File: src/rtl/pcap_pkg.sv
package pcap_pkg;

   typedef enum logic [1:0] {
      SZ_BYTE = 2'd0,
      SZ_HALF = 2'd1,
      SZ_WORD = 2'd2,
      SZ_RSVD = 2'd3
   } size_e;

   // bit 0 enable, bit 1 ignore strobes, bit 2 decimate, bit 3 odd phase, bits 5:4 size
   typedef struct packed {
      size_e size;
      logic  odd;
      logic  half;
      logic  all;
      logic  en;
   } cfg_t;

   localparam int CFG_W = $bits(cfg_t);

endpackage

File: src/rtl/pcap_cfg_reg.sv
module pcap_cfg_reg
   import pcap_pkg::*;
(
   input  logic             clk,
   input  logic             rst_n,
   input  logic             wr,
   input  logic             wp,
   input  logic [CFG_W-1:0] wdata,
   output cfg_t             cfg,
   output logic             restart
);

   cfg_t cfg_q;
   logic wr_ok;

   assign wr_ok   = wr && !wp;
   assign restart = wr_ok || !cfg_q.en;
   assign cfg     = cfg_q;

   always_ff @(posedge clk or negedge rst_n) begin
      if (!rst_n)     cfg_q <= '0;
      else if (wr_ok) cfg_q <= cfg_t'(wdata);
   end

   assert_wp_hold_R9: assert property (@(posedge clk) disable iff (!rst_n)
      (wr && wp) |=> $stable(cfg_q));

endmodule

File: src/rtl/pcap_qualify.sv
module pcap_qualify #(
   parameter bit DECIM_EN = 1'b1
) (
   input  logic clk,
   input  logic rst_n,
   input  logic restart,
   input  logic en,
   input  logic all,
   input  logic half,
   input  logic odd,
   input  logic de_a,
   input  logic de_b,
   output logic keep
);

   logic qual;

   assign qual = !restart && en && (all || (de_a && de_b));

   generate
      if (DECIM_EN) begin : g_decim
         logic idx_odd_q;

         always_ff @(posedge clk or negedge rst_n) begin
            if (!rst_n)       idx_odd_q <= 1'b0;
            else if (restart) idx_odd_q <= 1'b0;
            else if (qual)    idx_odd_q <= !idx_odd_q;
         end

         assign keep = qual && (!half || (idx_odd_q == odd));

         assert_no_adjacent_R6: assert property (@(posedge clk) disable iff (!rst_n)
            (half && keep) |=> !keep);
      end else begin : g_plain
         assign keep = qual;
      end
   endgenerate

   assert_strobes_R3: assert property (@(posedge clk) disable iff (!rst_n)
      (keep && !all) |-> (de_a && de_b));

   assert_off_R2: assert property (@(posedge clk) disable iff (!rst_n)
      !en |-> !keep);

   assert_every_R4: assert property (@(posedge clk) disable iff (!rst_n)
      (all && en && !half && !restart) |-> keep);

endmodule

File: src/rtl/pcap_packer.sv
module pcap_packer
   import pcap_pkg::*;
#(
   parameter int DATA_W = 8,
   parameter int LANES  = 4
) (
   input  logic                    clk,
   input  logic                    rst_n,
   input  logic                    restart,
   input  logic                    keep,
   input  size_e                   size,
   input  logic [DATA_W-1:0]       din,
   output logic [DATA_W*LANES-1:0] result,
   output logic                    done
);

   localparam int OUT_W = DATA_W * LANES;
   localparam int CNT_W = $clog2(LANES + 1);

   generate
      if (LANES != 4) begin : g_bad_lanes
         $error("pcap_packer: LANES must be 4 for the size encoding");
      end
      if (DATA_W < 1) begin : g_bad_width
         $error("pcap_packer: DATA_W must be at least 1");
      end
   endgenerate

   logic [DATA_W-1:0] lane_q   [LANES];
   logic [DATA_W-1:0] asm_lane [LANES];
   logic [OUT_W-1:0]  asm_flat;
   logic [CNT_W-1:0]  cnt_q;
   logic [CNT_W-1:0]  need;
   logic              last;

   always_comb begin
      unique case (size)
         SZ_HALF: need = CNT_W'(2);
         SZ_WORD: need = CNT_W'(LANES);
         default: need = CNT_W'(1);
      endcase
   end

   assign last = keep && ((cnt_q + 1'b1) == need);

   for (genvar l = 0; l < LANES; l++) begin : g_lane
      assign asm_lane[l] = (CNT_W'(l) <  cnt_q) ? lane_q[l] :
                           (CNT_W'(l) == cnt_q) ? din       : '0;
      assign asm_flat[l*DATA_W +: DATA_W] = asm_lane[l];
   end

   always_ff @(posedge clk or negedge rst_n) begin
      if (!rst_n) begin
         cnt_q  <= '0;
         result <= '0;
         done   <= 1'b0;
         for (int l = 0; l < LANES; l++) lane_q[l] <= '0;
      end else begin
         done <= 1'b0;
         if (restart) begin
            cnt_q <= '0;
         end else if (keep) begin
            for (int l = 0; l < LANES; l++)
               if (cnt_q == CNT_W'(l)) lane_q[l] <= din;
            if (last) begin
               result <= asm_flat;
               cnt_q  <= '0;
               done   <= 1'b1;
            end else begin
               cnt_q <= cnt_q + 1'b1;
            end
         end
      end
   end

   assert_cnt_bound_R7: assert property (@(posedge clk) disable iff (!rst_n)
      cnt_q < need);

   assert_rsvd_byte_R8: assert property (@(posedge clk) disable iff (!rst_n)
      (keep && size == SZ_RSVD) |=> done);

   assert_restart_clear_R12: assert property (@(posedge clk) disable iff (!rst_n)
      restart |=> (cnt_q == '0));

endmodule

File: src/rtl/pcap_flags.sv
module pcap_flags (
   input  logic clk,
   input  logic rst_n,
   input  logic done,
   input  logic rd_res,
   input  logic rd_stat,
   output logic rdy,
   output logic ovr
);

   always_ff @(posedge clk or negedge rst_n) begin
      if (!rst_n) begin
         rdy <= 1'b0;
         ovr <= 1'b0;
      end else begin
         if (done)        rdy <= 1'b1;
         else if (rd_res) rdy <= 1'b0;

         if (done && rdy && !rd_res) ovr <= 1'b1;
         else if (rd_stat)           ovr <= 1'b0;
      end
   end

   assert_rd_clear_R10: assert property (@(posedge clk) disable iff (!rst_n)
      (rd_res && !done) |=> !rdy);

   assert_ovr_set_R11: assert property (@(posedge clk) disable iff (!rst_n)
      (done && rdy && !rd_res) |=> ovr);

   assert_ovr_hold_R11: assert property (@(posedge clk) disable iff (!rst_n)
      (ovr && !rd_stat) |=> ovr);

endmodule

File: src/rtl/pcap_top.sv
module pcap_top
   import pcap_pkg::*;
#(
   parameter int DATA_W   = 8,
   parameter int LANES    = 4,
   parameter bit DECIM_EN = 1'b1
) (
   input  logic                    clk,
   input  logic                    rst_n,
   input  logic                    cfg_wr,
   input  logic                    cfg_wp,
   input  logic [CFG_W-1:0]        cfg_wdata,
   output logic [CFG_W-1:0]        cfg_rdata,
   input  logic [DATA_W-1:0]       pix_d,
   input  logic                    pix_de_a,
   input  logic                    pix_de_b,
   input  logic                    res_rd,
   input  logic                    stat_rd,
   output logic [DATA_W*LANES-1:0] res_data,
   output logic                    res_rdy,
   output logic                    res_ovr
);

   cfg_t cfg;
   logic restart;
   logic keep;
   logic done;

   assign cfg_rdata = cfg;

   pcap_cfg_reg u_cfg (
      .clk     (clk),
      .rst_n   (rst_n),
      .wr      (cfg_wr),
      .wp      (cfg_wp),
      .wdata   (cfg_wdata),
      .cfg     (cfg),
      .restart (restart)
   );

   pcap_qualify #(.DECIM_EN(DECIM_EN)) u_qual (
      .clk     (clk),
      .rst_n   (rst_n),
      .restart (restart),
      .en      (cfg.en),
      .all     (cfg.all),
      .half    (cfg.half),
      .odd     (cfg.odd),
      .de_a    (pix_de_a),
      .de_b    (pix_de_b),
      .keep    (keep)
   );

   pcap_packer #(.DATA_W(DATA_W), .LANES(LANES)) u_pack (
      .clk     (clk),
      .rst_n   (rst_n),
      .restart (restart),
      .keep    (keep),
      .size    (cfg.size),
      .din     (pix_d),
      .result  (res_data),
      .done    (done)
   );

   pcap_flags u_flags (
      .clk     (clk),
      .rst_n   (rst_n),
      .done    (done),
      .rd_res  (res_rd),
      .rd_stat (stat_rd),
      .rdy     (res_rdy),
      .ovr     (res_ovr)
   );

   assert_idle_R2: assert property (@(posedge clk) disable iff (!rst_n)
      (!cfg.en && !done) |=> !$rose(res_rdy));

endmodule

File: config.mk
export PLATFORM = sky130hd
export DESIGN_NAME = pcap_top
export DESIGN_NICKNAME = d
export VERILOG_FILES = /design/src/rtl/pcap_pkg.sv /design/src/rtl/pcap_cfg_reg.sv /design/src/rtl/pcap_qualify.sv /design/src/rtl/pcap_packer.sv /design/src/rtl/pcap_flags.sv /design/src/rtl/pcap_top.sv
export SDC_FILE = /design/constraint.sdc
export NUM_CORES = 1
export LEC_CHECK = 0
export ABC_CLOCK_PERIOD_IN_PS = 1940
export CORE_ASPECT_RATIO = 0.9
export CORE_UTILIZATION = 42
export CTS_BUF_LIST = sky130_fd_sc_hd__clkbuf_4 sky130_fd_sc_hd__clkbuf_8
export DETAILED_ROUTE_END_ITERATION = 8
export GPL_TIMING_DRIVEN = 0
export PLACE_DENSITY = 0.71
export SYNTH_ARGS = -nofsm -noshare
export SYNTH_HDL_FRONTEND = slang
export SYNTH_SLANG_ARGS = --single-unit
File: constraint.sdc
create_clock -name clk -period 1.94 [get_ports clk]
set_input_delay 0.388 -clock clk [delete_from_list [all_inputs] [get_ports clk]]
set_output_delay 0.388 -clock clk [all_outputs]
set_load 0.02 [all_outputs]
Word-level counts from Yosys, hierarchy flattened
Index checks and enable logic that the tools add are counted. W data, S select, Z words.

Bits in registers: 77. Bits in latches: 0. Bits in writable memories: 0. Memory bits (read-only): 0. Bits of input ports: 22. Output and inout port bits: 40. Memories: 0.

$add $sub $neg: 1. Multiply operators: 0. Divide/modulo/power cells: 0. Order comparisons: 4. Equal/unequal tests: 10. Shifts and indexed selects: 0. Mux-type cells: 21. Bitwise operators: 1. Reduce and logical (&&, ||, !) cells: 27.

Operators by type and width (count): $mux W8 (8); $reduce_and A3 Y1 (5); $mux W1 (9); $mux W3 (3); $logic_and A1 B1 Y1 (8); $reduce_bool A2 Y1 (4); $eq A2 B3 Y1 const A (2); $eq A3 B2 Y1 const B (2); $logic_not A1 Y1 (6); $lt A1 B3 Y1 const A (2); $lt A2 B3 Y1 const A (2); $pmux W3 S2 (1); $add A3 B1 Y3 const B (1); $eq A1 B3 Y1 const A (1); $eq A3 B1 Y1 const B (1); $eq A3 B3 Y1 (1); $logic_not A3 Y1 (1); $logic_or A1 B1 Y1 (3); $eq A2 B1 Y1 const B (1); $eq A2 B2 Y1 const B (1); $eq A1 B1 Y1 (1); $not A1 Y1 (1).

Logic depth before layout (Yosys ltp)
Gate-level depths: netlist of run 1.

Depth in word-level cells: 11. Gate-level depth with buffers: 8. Gate-level depth less buffers: 6.

Modules after synthesis
Synthesis of run 1 repeated with hierarchy kept, for this count alone.

Cell total of the unflattened synthesis: 306. Area, all modules: 3702.3 sq um.

Modules (own cells, without submodules): pcap_packer (instances 1, cells each 278, area an instance 3279.4 sq um, seq. area each 1701.6 sq um); pcap_cfg_reg (instances 1, cells each 15, area an instance 271.5 sq um, seq. area each 150.1 sq um); pcap_flags (instances 1, cells each 6, area an instance 76.3 sq um, seq. area each 50.0 sq um); pcap_qualify (instances 1, cells each 7, area an instance 75.1 sq um, seq. area each 25.0 sq um).

Least setup slack after synthesis of run 1
OpenSTA, ideal clock, no wires.

Kind: input port to flip-flop. From: input port cfg_wr. To: register u_pack.result[10]. Arrival: 1989 ps. Required time: 1813 ps. Path slack: -177 ps. Stages: 7. Path through: nor2b_1 > buf_2 > a2111oi_4 > and3_1 > buf_4 > buf_6 > mux2_1.

Longest elaborated chain between the ends: 8. Elaborated cells between the ends (all ways): 9.

RTL lines: start: declaration (RTL line pcap_top.sv:10) `input logic cfg_wr,`; $logic_and A1 B1 Y1 (*) (RTL line pcap_cfg_reg.sv:16) `assign wr_ok = wr && !wp;`; $logic_or A1 B1 Y1 (*) (RTL line pcap_cfg_reg.sv:17) `assign restart = wr_ok || !cfg_q.en;`; $logic_not A1 Y1 (RTL line pcap_qualify.sv:18) `assign qual = !restart && en && (all || (de_a && de_b));`; $logic_and A1 B1 Y1 (2 in series) (RTL line pcap_qualify.sv:18); $logic_and A1 B1 Y1 (RTL line pcap_qualify.sv:30) `assign keep = qual && (!half || (idx_odd_q == odd));`; $logic_and A1 B1 Y1 (RTL line pcap_packer.sv:44) `assign last = keep && ((cnt_q + 1'b1) == need);`; $reduce_and A3 Y1 (no line) (*); end signal: assignment (RTL line pcap_packer.sv:66) `result <= asm_flat;`; end: declaration (RTL line pcap_packer.sv:13) `output logic [DATA_W*LANES-1:0] result,`.

Every way passes the cells marked *; elsewhere a longest branch is shown, timed or not. A chain may end at the register's enable or synchronous reset.

Worst setup path after layout of run 1
From: register u_cfg.cfg_q, in the netlist u_cfg.cfg[3]. To: register u_pack.result[5].

Longest elaborated chain between the ends: 5.

RTL lines: start: declaration (RTL line pcap_cfg_reg.sv:13) `cfg_t cfg_q;`; start signal: assignment (RTL line pcap_cfg_reg.sv:22) `else if (wr_ok) cfg_q <= cfg_t'(wdata);`; $eq A1 B1 Y1 (*) (RTL line pcap_qualify.sv:30); $logic_or A1 B1 Y1 (*) (RTL line pcap_qualify.sv:30); $logic_and A1 B1 Y1 (*) (RTL line pcap_qualify.sv:30); $logic_and A1 B1 Y1 (RTL line pcap_packer.sv:44); $reduce_and A3 Y1 (no line) (*).

Marked as above.

==> run summary, run 1 <==
The flow ran to the end, but the final reports show violations. The checks that failed: DRC, setup timing. The number of global-route vias before repair is 2739.

The die outline area is 8720 um2. After layout, the minimum clock period comes to 1.99 ns. For this run, the total global-route usage over all layers was measured as 0.213. The cell at the root of the clock tree is sky130_fd_sc_hd__clkbuf_8.

The net count of the finished layout is 420. Yosys mapped a number of flops with a built-in enable equal to 0. The CTS tree is yes. The count of antenna diodes in the layout is 0.

The depth of the worst register-to-register path is 7. The synthesized cell area is 3510 um2. The path class of the tightest hold or removal check is reg -> reg. Setup repair after global routing could not meet its margin everywhere. The reg-to-reg startpoint is u_cfg.cfg[3]$_DFFE_PN0P_. The biggest area consumer among synthesized cells is sky130_fd_sc_hd__dfrtp_1. The reg2reg setup slack is -0.05 ns. The worst-margin pin slew came out at 0.973 ns. The H-tree depth came out at 3.

In this run the worst setup path begins at u_cfg.cfg[3]$_DFFE_PN0P_. The worst slew margin relative to its limit came out at 0.346. During I/O placement, the number of pins put on the boundary was between 60 and 70. The pin count of the biggest net entering global routing came out at 49. In the routed layout, each cell is associated on average with a via count of 5.23. The number of DRC markers after the initial detailed-route iteration is 97. Wire segments on met3 add up to roughly 340 um in the final route. The endpoint of the lowest-slack register-to-register path is u_pack.result[5]$_DFFE_PN0P_. The maximum fanout along the worst path is 7.

The worst hold path startpoint is u_pack.done$_DFF_PN0_. The maximum vdd drop is between 0.8 and 0.9 mV. The total power per unit cell area came out at 1020 nW/um2. The category of the worst setup path launch point is a flop.

The worst setup path is captured at a flop. The highest clock rate came out at 502 MHz. The worst-skew pair later-pin latency came out at ~0.35 ns. The remaining design rule violation count came out at 4. The layout-stage area growth over the synthesis result is 43.3%.

Synthesis produced a netlist whose cell count is ~290. For this design the static power due to leakage is 2.36 nW. The max capacitance violation total came out at 0. The most used flip-flop cell after synthesis is sky130_fd_sc_hd__dfrtp_1. The distinct cell type count of the synthesized netlist is 30. The worst hold margin is 0.460 ns. The combinational family with the most area after synthesis is multiplexers.

The depth of the worst hold-timing path is 1. Yosys attributes the largest share of cell area to sky130_fd_sc_hd__dfrtp_1 (55%), sky130_fd_sc_hd__mux2_2 (13%), sky130_fd_sc_hd__mux2_1 (8.7%). The simple logic cell fraction of the synthesized area is 0.0935.

The synthesized-area fraction occupied by ao, oa, aoi and oai cells came out at 0.0699. The number of antenna violations at the first check in global routing is 0. The number of CTS-inserted buffers is 9. Data on the critical path is required at its endpoint by 2.17 ns. The total via count in the routed design came out at 2588. The top routing layer in use is met4.

The post-synth net total came out at 319. Dividing the detail-routed wire length by the instance count gives 17.2 um. From bottom edge to top edge, the die measures just under 90 um. The final number of hold-violating endpoints is 0. The final worst clock skew came out at 0.0109 ns. The worst hold path terminates at u_flags.rdy$_DFFE_PN0P_. The number of synthesis warnings came out at 0. The HPWL after detailed placement is 4910 um.

In the post-route analysis, the smallest setup slack over all paths is -0.0512 ns. The data arrival time of the worst path came out at around 2.2 ns. Of the total synthesized cell area, the portion taken by full adders, half adders and majority gates is 0.0178. The clock net in this run drives a total of between 70 and 80 sinks. The commonest non-fill, non-tap cell in the layout is sky130_fd_sc_hd__dfrtp_1. The share of the core filled with cells is 0.623.

For this block, the routed nets add up to around 8500 um of wire. The post-route fraction of the period consumed by the critical path came out at 1.03. The type of the worst setup path is reg -> reg. The longest clock path from root to sink contains 2 buffers.

Measured along the x axis, the die boundary spans between 90 and 100 um. In this run the tool buffered the top-level ports with 61 buffer cells. The number of max-slew violations in the final report came out at 0. The met2 wire length came out at about 4200 um. The proportion of layout cells with a drive suffix above 1 came out at 0.361. The starting density of the core came out at 0.435. The pre-antenna-repair detailed-routing pass consisted of 6 iterations.

The standard-cell row count came out at 31. The total setup violations reported at the end of the flow came out at 43. Of all flip-flops after synthesis, the portion carrying an async set or reset was 1.00.

The filler cells instantiated in the layout total 622. The placer congestion estimate is ~0.76. The total global routing overflow is 0. The met1 wire length came out at 3860 um. The post-synthesis mux area share is 0.215. The top cell types in the final layout, fill and taps aside, are sky130_fd_sc_hd__dfrtp_1 (75), sky130_fd_sc_hd__clkdlybuf4s50_1 (56), sky130_fd_sc_hd__nand2_1 (55). The floorplan step defined a core boundary enclosing around 8000 um2. The clock input transition at the sequential cells of the worst setup and hold paths is 0.08 ns. Of the total synthesized cell area, the portion taken by XOR and XNOR cells is 0.0150. The count of nets left with antenna violations after detail routing came out at 0.

The mean post-synth cell area is roughly 12 um2. The first global-routing pass estimated 13900 um of wire. The area fraction of the dominant cell type after synthesis is 0.549. Of the synthesized area, sequential elements account for 0.549. The register bit total from synthesis is 77.
==> kinds of logic after synthesis <==
family | after synthesis
AND/OR/NAND/NOR | 78
flip-flops | 77
multiplexers | 67
AO/OA/AOI/OAI | 34
buffers and inverters | 25
XOR/XNOR | 6
adder cells (fa/ha/maj) | 5
==> report_power, final <==
group          internal (mW)  switching [mW]  total [mW]  leakage (nW)
Combinational          0.921           0.709        1.63          1.23
Sequential              1.98           0.213        2.19          1.02
Clock                  0.746           0.573        1.32         0.108
Total                   3.64            1.49        5.14          2.36
==> through the flow <==
stage	setup slack (ns)	cell area, um2	total power [mW]	std cells	setup TNS (ns)
after CTS	-0.152	4990	5.13	494	-3.74
after global routing	-0.121	5030	5.39	495	-4.62
after global placement	-2.19	4250	3.45	452	-213.78
after floorplan	-0.109	3520	2.93	292	-2.90
final	-0.0512	5030	5.14	495	-1.16
after detailed placement	-0.781	4280	3.51	453	-46.66
==> critical path, stage by stage (launching register included) <==
cell                        delay (ns)
sky130_fd_sc_hd__dfrtp_1          0.42
sky130_fd_sc_hd__xor2_2           0.20
sky130_fd_sc_hd__a2111oi_4        0.28
sky130_fd_sc_hd__buf_4            0.16
sky130_fd_sc_hd__and3_4           0.21
sky130_fd_sc_hd__buf_12           0.15
sky130_fd_sc_hd__buf_8            0.13
sky130_fd_sc_hd__mux2_4           0.29
==> worst max path at each step <==
stage / to / slack (ns)
final: u_pack.result[5]$_DFFE_PN0P_ / -0.05
after detailed placement: u_pack.result[19]$_DFFE_PN0P_ / -0.78
after global routing: u_pack.result[27]$_DFFE_PN0P_ / -0.12
after global placement: u_pack.result[23]$_DFFE_PN0P_ / -2.19
after floorplan: u_pack.result[10]$_DFFE_PN0P_ / -0.11
after CTS: u_pack.result[15]$_DFFE_PN0P_ / -0.15
==> per-layer routing <==
layer / up-vias / GRT usage
met2: 62 / 0.359
met3: 12 / 0.0498
li1: 1201 / -
met4: 0 / 0.0706
met1: 1313 / 0.274
met5: - / 0
==> final cells by class <==
class / instances / area (um2) / share of cell area
plain buffers: 15 / 109 / 0.0217
clock buffers: 10 / 138 / 0.0274
clock inverters: 4 / 73.8 / 0.0147
inverters: 7 / 28.8 / 0.00573
multi-input cells: 190 / 1650 / 0.328
flip-flops and latches: 77 / 1930 / 0.384
well taps: 99 / 124 / 0.0246
repair buffers: 93 / 976 / 0.194
==> flip-flops by register name, indices dropped and copies added (netlist names) <==
signal                    count
u_flags.ovr                   1
u_pack.lane_q                32
u_cfg.cfg                     6
u_pack.cnt_q                  3
u_flags.rdy                   1
u_pack.result                32
u_qual.g_decim.idx_odd_q      1
u_pack.done                   1
==> cells in the mapped netlist (2+ instances only) <==
cell type and count:
sky130_fd_sc_hd__dfrtp_1 77, sky130_fd_sc_hd__nand2_1 56, sky130_fd_sc_hd__mux2_2 40, sky130_fd_sc_hd__mux2_1 27, sky130_fd_sc_hd__o21ai_0 18, sky130_fd_sc_hd__nand3_1 9
sky130_fd_sc_hd__a22o_1 8, sky130_fd_sc_hd__inv_1 7, sky130_fd_sc_hd__clkbuf_1 6, sky130_fd_sc_hd__buf_4 5, sky130_fd_sc_hd__ha_1 5, sky130_fd_sc_hd__nor2_1 4
sky130_fd_sc_hd__xor2_1 4, sky130_fd_sc_hd__buf_6 3, sky130_fd_sc_hd__a21o_1 2, sky130_fd_sc_hd__a32o_1 2, sky130_fd_sc_hd__buf_1 2, sky130_fd_sc_hd__buf_2 2
sky130_fd_sc_hd__nand3b_1 2, sky130_fd_sc_hd__nor2b_1 2, sky130_fd_sc_hd__xnor2_1 2
==> timing repair <==
item                                    4_1_cts  5_1_grt
pin swaps                                     3        6
setup buffers                                25        5
hold buffers                                  1        0
gates cloned                                  2        0
hold endpoints to repair                     29        0
gates resized for setup                      61       17
endpoints found under the setup margin       67       66
Note: power is estimated with default switching activity, not from simulation.
==> inputs of run 2 (changes only) <==
- ABC_CLOCK_PERIOD_IN_PS: 1940 -> 2480
- PLACE_DENSITY: 0.71 -> 0.68
- REMOVE_ABC_BUFFERS: not set -> 1
- clock period: 1.94 -> 2.48 ns (I/O delays scaled with it)
==> run 2 against run 1 <==
Die area stayed put. Worst hold slack worse by 0.42 ns. Sequential share of layout area is 5.8 points higher. The run ends with DRC left. Sequential power is 22% lower.
==> run summary, run 2 (synthesized netlist as in run 1, its figures left out) <==
The total power after layout is 3.51 mW. The critical path in this run is classified as reg -> reg. The overall die width came out at slightly below 100 um. The sort of element at the end of the critical path is a flop. The number of standard cells in the layout, taps in and fillers out is 453. The total track usage is 0.182. The number of placed I/O pins came out at 62. Summed over all layers, the routed wires come to 7280 um.

The standard cell core area is 8070 um2. The post-route fraction of the period consumed by the critical path came out at 0.932. The maximum fanout along the worst path is 18. The worst setup slack after placement came out at -0.743 ns. The remaining design rule violation count is 6. The die outline area came out at 8720 um2.

The clock input transition at the sequential cells of the worst setup and hold paths came out at 0.07 ns. The total via count in the routed design is 2383. TritonCTS built the clock tree.

The worst slew margin relative to its limit came out at 0.347. The worst setup path is launched from a flop. STA puts the critical path data arrival time at 2.53 ns. The routed via count divided by cell count is 5.26. The worst-margin pin slew is roughly 0.97 ns.

The total setup violations reported at the end of the flow is 0. The number of buffers inserted by hold repair at cts is 0. The final-stage net count came out at 377. Detailed placement ended at an HPWL of approximately 4600 um.

The die height came out at just under 90 um. Setup slack on the critical path of the routed design comes to ~0.17 ns. The placer congestion estimate is 0.747. The proportion of layout cells with a drive suffix above 1 is 0.186. The minimum clock period after layout is ~2.3 ns.

The max capacitance violation total came out at 0. The number of antenna violations at the first check in global routing came out at 0. For the final database, setup skew stands at roughly 0.0084 ns.

Row generation in the floorplan step produced 31 rows. Leaving out fill and tap cells, the most frequent cells in the layout are sky130_fd_sc_hd__dfrtp_1 (76), sky130_fd_sc_hd__clkdlybuf4s50_1 (60), sky130_fd_sc_hd__nand2_1 (56). The average wire length per cell after detail routing is roughly 16 um.

The final reports fail on DRC. The starting density of the core is 0.435. The CTS sink count came out at 77. The endpoint required time on the critical path came out at 2.70 ns. The number of max-slew violations in the final report is 0. The root buffer cell chosen for the clock tree is sky130_fd_sc_hd__clkbuf_8. The flow ran to the end, but the final reports show violations. The highest clock rate is 432 MHz. The total global routing overflow came out at 0. The count of buffers added on input and output ports is 61.

The count of nets left with antenna violations after detail routing came out at 0. 0 antenna diodes ended up in the layout. The final number of hold-violating endpoints is 0. The maximum vdd drop is 0.301 mV. The number of global-route vias before repair is 2381. Setup repair after global routing left no endpoint under its margin. The number of DRC markers after the initial detailed-route iteration is 113. The global-route wire length before repair came out at 11900 um. The number of CTS-inserted buffers came out at 9. The maximum count of clock buffers along a single path is 2. The worst-skew pair later-pin latency is roughly 0.34 ns. Leaving out fill and tap cells, the most frequent cell in the layout is sky130_fd_sc_hd__dfrtp_1. The analysis attributes to cell leakage a power of 2.06 nW. The tightest min-delay check is of the in -> async type.

The cell count after placement came out at 435. The detailed-router iteration count before antenna repair came out at 6. The H-tree was split into 3 levels. The layout-stage area growth over the synthesis result came out at 24.5%. The pin count of the biggest net entering global routing came out at 57. On the final layout, the worst hold slack is around 0.044 ns.

For this design the ratio of total power to cell area is 803 nW/um2. The share of the core filled with cells is 0.541.
run 2: changes by cell type in the layout (fill, tap and decap cells not counted), moves of 4 or more:
cell	before	now
sky130_fd_sc_hd__mux2_1	0	27
sky130_fd_sc_hd__clkbuf_1	4	0
sky130_fd_sc_hd__mux2_2	34	40
sky130_fd_sc_hd__buf_4	23	2
sky130_fd_sc_hd__mux2_4	33	0
sky130_fd_sc_hd__buf_12	5	0
sky130_fd_sc_hd__clkdlybuf4s50_1	56	60
sky130_fd_sc_hd__buf_6	8	0
run 2: repair_timing:
item	4_1_cts	5_1_grt
gates cloned	1	1
endpoints found under the hold margin	0	0
endpoints found under the setup margin	35	52
pin swaps	2	1
resized for setup	3	2
setup buffers	0	1
run 2: critical path, stage by stage (launching register included):
cell,delay (ns)
sky130_fd_sc_hd__dfrtp_2,0.53
sky130_fd_sc_hd__inv_1,0.14
sky130_fd_sc_hd__ha_1,0.35
sky130_fd_sc_hd__xor2_1,0.17
sky130_fd_sc_hd__nor2_1,0.21
sky130_fd_sc_hd__and3_4,0.42
sky130_fd_sc_hd__mux2_1,0.36
run 2: final cells by class:
class,count,area [um2]
clock buffer,10,138
timing repair buffer,63,643
sequential,77,1930
tap,99,124
fill,722,3700
clock inverter,5,27.5
inverter,7,26.3
multi-input combinational,192,1480
run 2: final timing paths:
path,end,from,depth (start not counted),slack [ns]
worst max register to register,u_pack.result[9]$_DFFE_PN0P_,u_pack.cnt_q[0]$_DFFE_PN0P_,6,0.17
max in group asynchronous,u_pack.cnt_q[0]$_DFFE_PN0P_,rst_n,2,1.85
worst min-delay path,u_pack.result[17]$_DFFE_PN0P_,rst_n,1,0.04
worst min register to register,u_flags.rdy$_DFFE_PN0P_,u_pack.done$_DFF_PN0_,1,0.46
min in group clk,u_flags.rdy$_DFFE_PN0P_,u_pack.done$_DFF_PN0_,1,0.46
worst max-delay path,u_pack.result[9]$_DFFE_PN0P_,u_pack.cnt_q[0]$_DFFE_PN0P_,6,0.17
run 2: through the flow:
| step | cell area [um2] | setup TNS, ns |
|---|---|---|
| after floorplan | 3400 | -8.34 |
| after global placement | 4130 | -192.47 |
| after detailed placement | 4160 | -33.10 |
| after CTS | 4340 | 0 |
| after global routing | 4370 | 0 |
| final | 4370 | 0 |
run 2: report_power, final:
| group | leakage, nW | internal [mW] | switching (mW) |
|---|---|---|---|
| clock | 0.0877 | 0.378 | 0.434 |
| sequential | 1.02 | 1.55 | 0.164 |
| combinational | 0.953 | 0.516 | 0.471 |
run 2: layer usage:
metal | part of all wire | vias up | wire length [um] | GRT usage
li1 | - | 1121 | - | -
met1 | 0.46 | 1185 | 3350 | 0.238
met2 | 0.47 | 70 | 3420 | 0.291
met3 | 0.056 | 7 | 409 | 0.0577
met4 | 0.014 | 0 | 102 | 0.0651
met5 | 0 | - | 0 | 0
==> inputs of run 3 (changes only) <==
- GPL_TIMING_DRIVEN: 0 -> not set
==> run 3 against run 2 <==
The flow still finishes with violations (DRC). Die area unchanged. Global-route usage shrank 0.46 points. Cell count is 1.1% higher. Sequential power about the same. Non-clock buffer count rose by 6. Largest power group unchanged. Register-to-register slack improved by 0.18 ns. Worst hold slack better by 0.10 ns. Fmax grew 8.6%. Core utilization grew 0.29 points. Flip-flop and latch count stayed put.
==> run summary, run 3 (synthesized netlist as in run 1, its figures left out) <==
After detailed placement, the total cell area comes to 4210 um2. The critical path goes through inv_1 -> ha_1 -> xor2_1 -> nor2_1 -> and3_1 -> buf_12 -> mux2_1. The number of antenna violations at the first check in global routing was 0. For this run, the total global-route usage over all layers was measured as 0.178. The count of antenna diodes in the layout came out at 0. The commonest non-fill, non-tap cell in the layout is sky130_fd_sc_hd__dfrtp_1.

Setup violations remaining at the end of the flow were counted as 0. The checks that failed: DRC. Dividing total power by cell area gives a power density of 809 nW/um2. Of the available clock period, the critical path in the final layout requires 0.858. The H-tree depth is 3. The multi-input combinational cells in the finished layout cover a total of 1440 um2. The data arrival time of the worst path came out at approximately 2.4 ns. The clock input transition at the sequential cells of the worst setup and hold paths is 0.08 ns. For this configuration, the core starts out at a cell density of 0.435. The count of buffering cells on the critical path with inverters included came out at 2.

The number of CTS-inserted buffers came out at 9. The max capacitance violation total is 0. The die is 98.3 um wide.

The number of buffer cells added on primary ports is ~60. The leakage power came out at 2.09 nW. The worst-margin pin slew came out at 0.619 ns. At the end of the flow the core is filled with cells to 0.544. The number of gates resized after CTS was 0. Grouping stages by cell kind, the critical path spends the most delay in flip-flops. Of the total power, the share spent switching nets is 0.304. The standard-cell row count came out at 31. The internal power came out at between 2 and 2.5 mW. The sort of element at the end of the critical path is a flop. In this run the count of I/O pins placed on the die edge is between 60 and 70. Buffers added to address setup during post-CTS repair amount to 0. The net switching power is 1.08 mW. The reg-to-reg startpoint is u_pack.cnt_q[0]$_DFFE_PN0P_. The minimum clock period after layout is 2.13 ns. The maximum fanout along the worst path is 35. The worst-skew pair later-pin latency came out at 0.36 ns. Static timing analysis puts the maximum clock frequency at 470 MHz. The worst setup path is of the reg -> reg kind. The layout-stage area growth over the synthesis result is 25.2%.

Headroom to the max-slew limit came out at 0.586. The final-stage net count came out at 381. The count of nets left with antenna violations after detail routing is 0. The area taken by flip-flops and latches came out at 1930 um2.

Setup repair after global routing left no endpoint under its margin. The number of buffers inserted by hold repair at cts came out at 0. Once layout is done, the placed cells without fillers occupy 4390 um2.

The endpoint of the lowest-slack register-to-register path is u_pack.result[26]$_DFFE_PN0P_. The clock passes through at most 2 buffers. The HPWL after detailed placement came out at approximately 4600 um. The global-route wire length before repair is 11800 um.

Across the routed clock network, the largest skew measured is 0.0129 ns. The number of max-slew violations in the final report is 0. Leaving out fill and tap cells, the most frequent cells in the layout are sky130_fd_sc_hd__dfrtp_1 (77), sky130_fd_sc_hd__clkdlybuf4s50_1 (60), sky130_fd_sc_hd__nand2_1 (56). The proportion of layout cells with a drive suffix above 1 is 0.187.

The number of global-route vias before repair is 2415. Power comes to 3.55 mW. The remaining design rule violation count came out at 4. The root buffer cell chosen for the clock tree is sky130_fd_sc_hd__clkbuf_8. The reg2reg setup slack is 0.35 ns. The final number of hold-violating endpoints is 0. For this block, the routed nets add up to 6920 um of wire. TritonCTS built the clock tree.

The relative contribution of combinational cells to total power is 0.277. The worst setup path is launched from a flop. The portion of total power attributed to sequential cells came out at 0.479.

The endpoint required time on the critical path came out at 2.71 ns. The min-delay analysis places its worst path in the category in -> async. The CTS sink count came out at between 70 and 80.

The die outline area came out at 8720 um2. The pin count of the biggest net entering global routing is 78. The total global routing overflow is 0. On the critical path, the stage with the largest delay is an instance of sky130_fd_sc_hd__dfrtp_1. The flow ran to the end, but the final reports show violations. The placer congestion estimate is 0.715. The maximum single-stage delay on the critical path came out at 0.46 ns.

The total via count in the routed design came out at roughly 2400. The number of DRC markers after the initial detailed-route iteration came out at a little over 80. The average wire length per cell after detail routing came out at roughly 15 um. The worst register-to-register path has a depth of 7. The core region is 8070 um2. The routed via count divided by cell count came out at 5.18. The clock group share of total power is 0.244. The die height came out at just under 90 um.

The maximum vdd drop is 0.484 mV. Fill cells in the final layout number 730. The detailed-router iteration count before antenna repair is 8.
## run 3: changes by cell type in the layout (fill, tap and decap cells not counted), moves of 2 or more
cell and delta:
sky130_fd_sc_hd__buf_4 +5, sky130_fd_sc_hd__buf_12 +2, sky130_fd_sc_hd__clkinv_2 -2, sky130_fd_sc_hd__and3_4 -2
## run 3: worst max-delay path by stage
stage	startpoint	cells after the start	to
final	u_pack.cnt_q[0]$_DFFE_PN0P_	7	u_pack.result[26]$_DFFE_PN0P_
after global routing	u_pack.cnt_q[0]$_DFFE_PN0P_	7	u_pack.result[7]$_DFFE_PN0P_
after CTS	u_pack.cnt_q[0]$_DFFE_PN0P_	7	u_pack.result[13]$_DFFE_PN0P_
after detailed placement	cfg_wr	6	u_pack.lane_q[15]$_DFFE_PN0P_
after global placement	cfg_wr	6	u_pack.lane_q[19]$_DFFE_PN0P_
after floorplan	cfg_wr	4	u_pack.result[0]$_DFFE_PN0P_
## run 3: worst reg2reg max path, stage by stage (launching register included)
cell and delay [ns]:
sky130_fd_sc_hd__dfrtp_1 0.46, sky130_fd_sc_hd__inv_1 0.13, sky130_fd_sc_hd__ha_1 0.34, sky130_fd_sc_hd__xor2_1 0.17
sky130_fd_sc_hd__nor2_1 0.11, sky130_fd_sc_hd__and3_1 0.22, sky130_fd_sc_hd__buf_12 0.23, sky130_fd_sc_hd__mux2_1 0.36
## run 3: routing by layer
| metal | track usage | wire length, um | part of all wire |
|---|---|---|---|
| met3 | 0.0442 | 288 | 0.042 |
| met2 | 0.294 | 3180 | 0.46 |
| met1 | 0.229 | 3330 | 0.48 |
| met4 | 0.0692 | 110 | 0.016 |
| met5 | 0 | 0 | 0 |
## run 3: final cells by class
cell class,count,share of cell area
multi-input cells,190,0.328
flip-flops and latches,77,0.439
inverters,7,0.00598
clock inverters,5,0.00769
clock buffers,11,0.0330
well taps,99,0.0282
repair buffers,69,0.158
## run 3: through the flow
| step | std cells | setup TNS [ns] | worst slack, ns | hold WS, ns |
|---|---|---|---|---|
| final | 458 | 0 | 0.351 | 0.146 |
| after global routing | 458 | 0 | 0.219 | 0.164 |
| after CTS | 458 | 0 | 0.331 | 0.159 |
| after detailed placement | 442 | 0 | 0.0439 | 0.452 |
| after global placement | 442 | 0 | 0.0830 | 0.438 |
| after floorplan | 274 | -8.34 | -0.284 | 0.200 |
## run 3: power groups by stage
stage / registers [mW] / logic, mW / clock network (mW)
detailed placement: 1.72 / 0.994 / 0
CTS: 1.70 / 0.997 / 0.900
floorplan: 1.85 / 0.409 / 0
global placement: 1.71 / 0.971 / 0
global route: 1.74 / 1.08 / 0.954
finish: 1.70 / 0.985 / 0.866
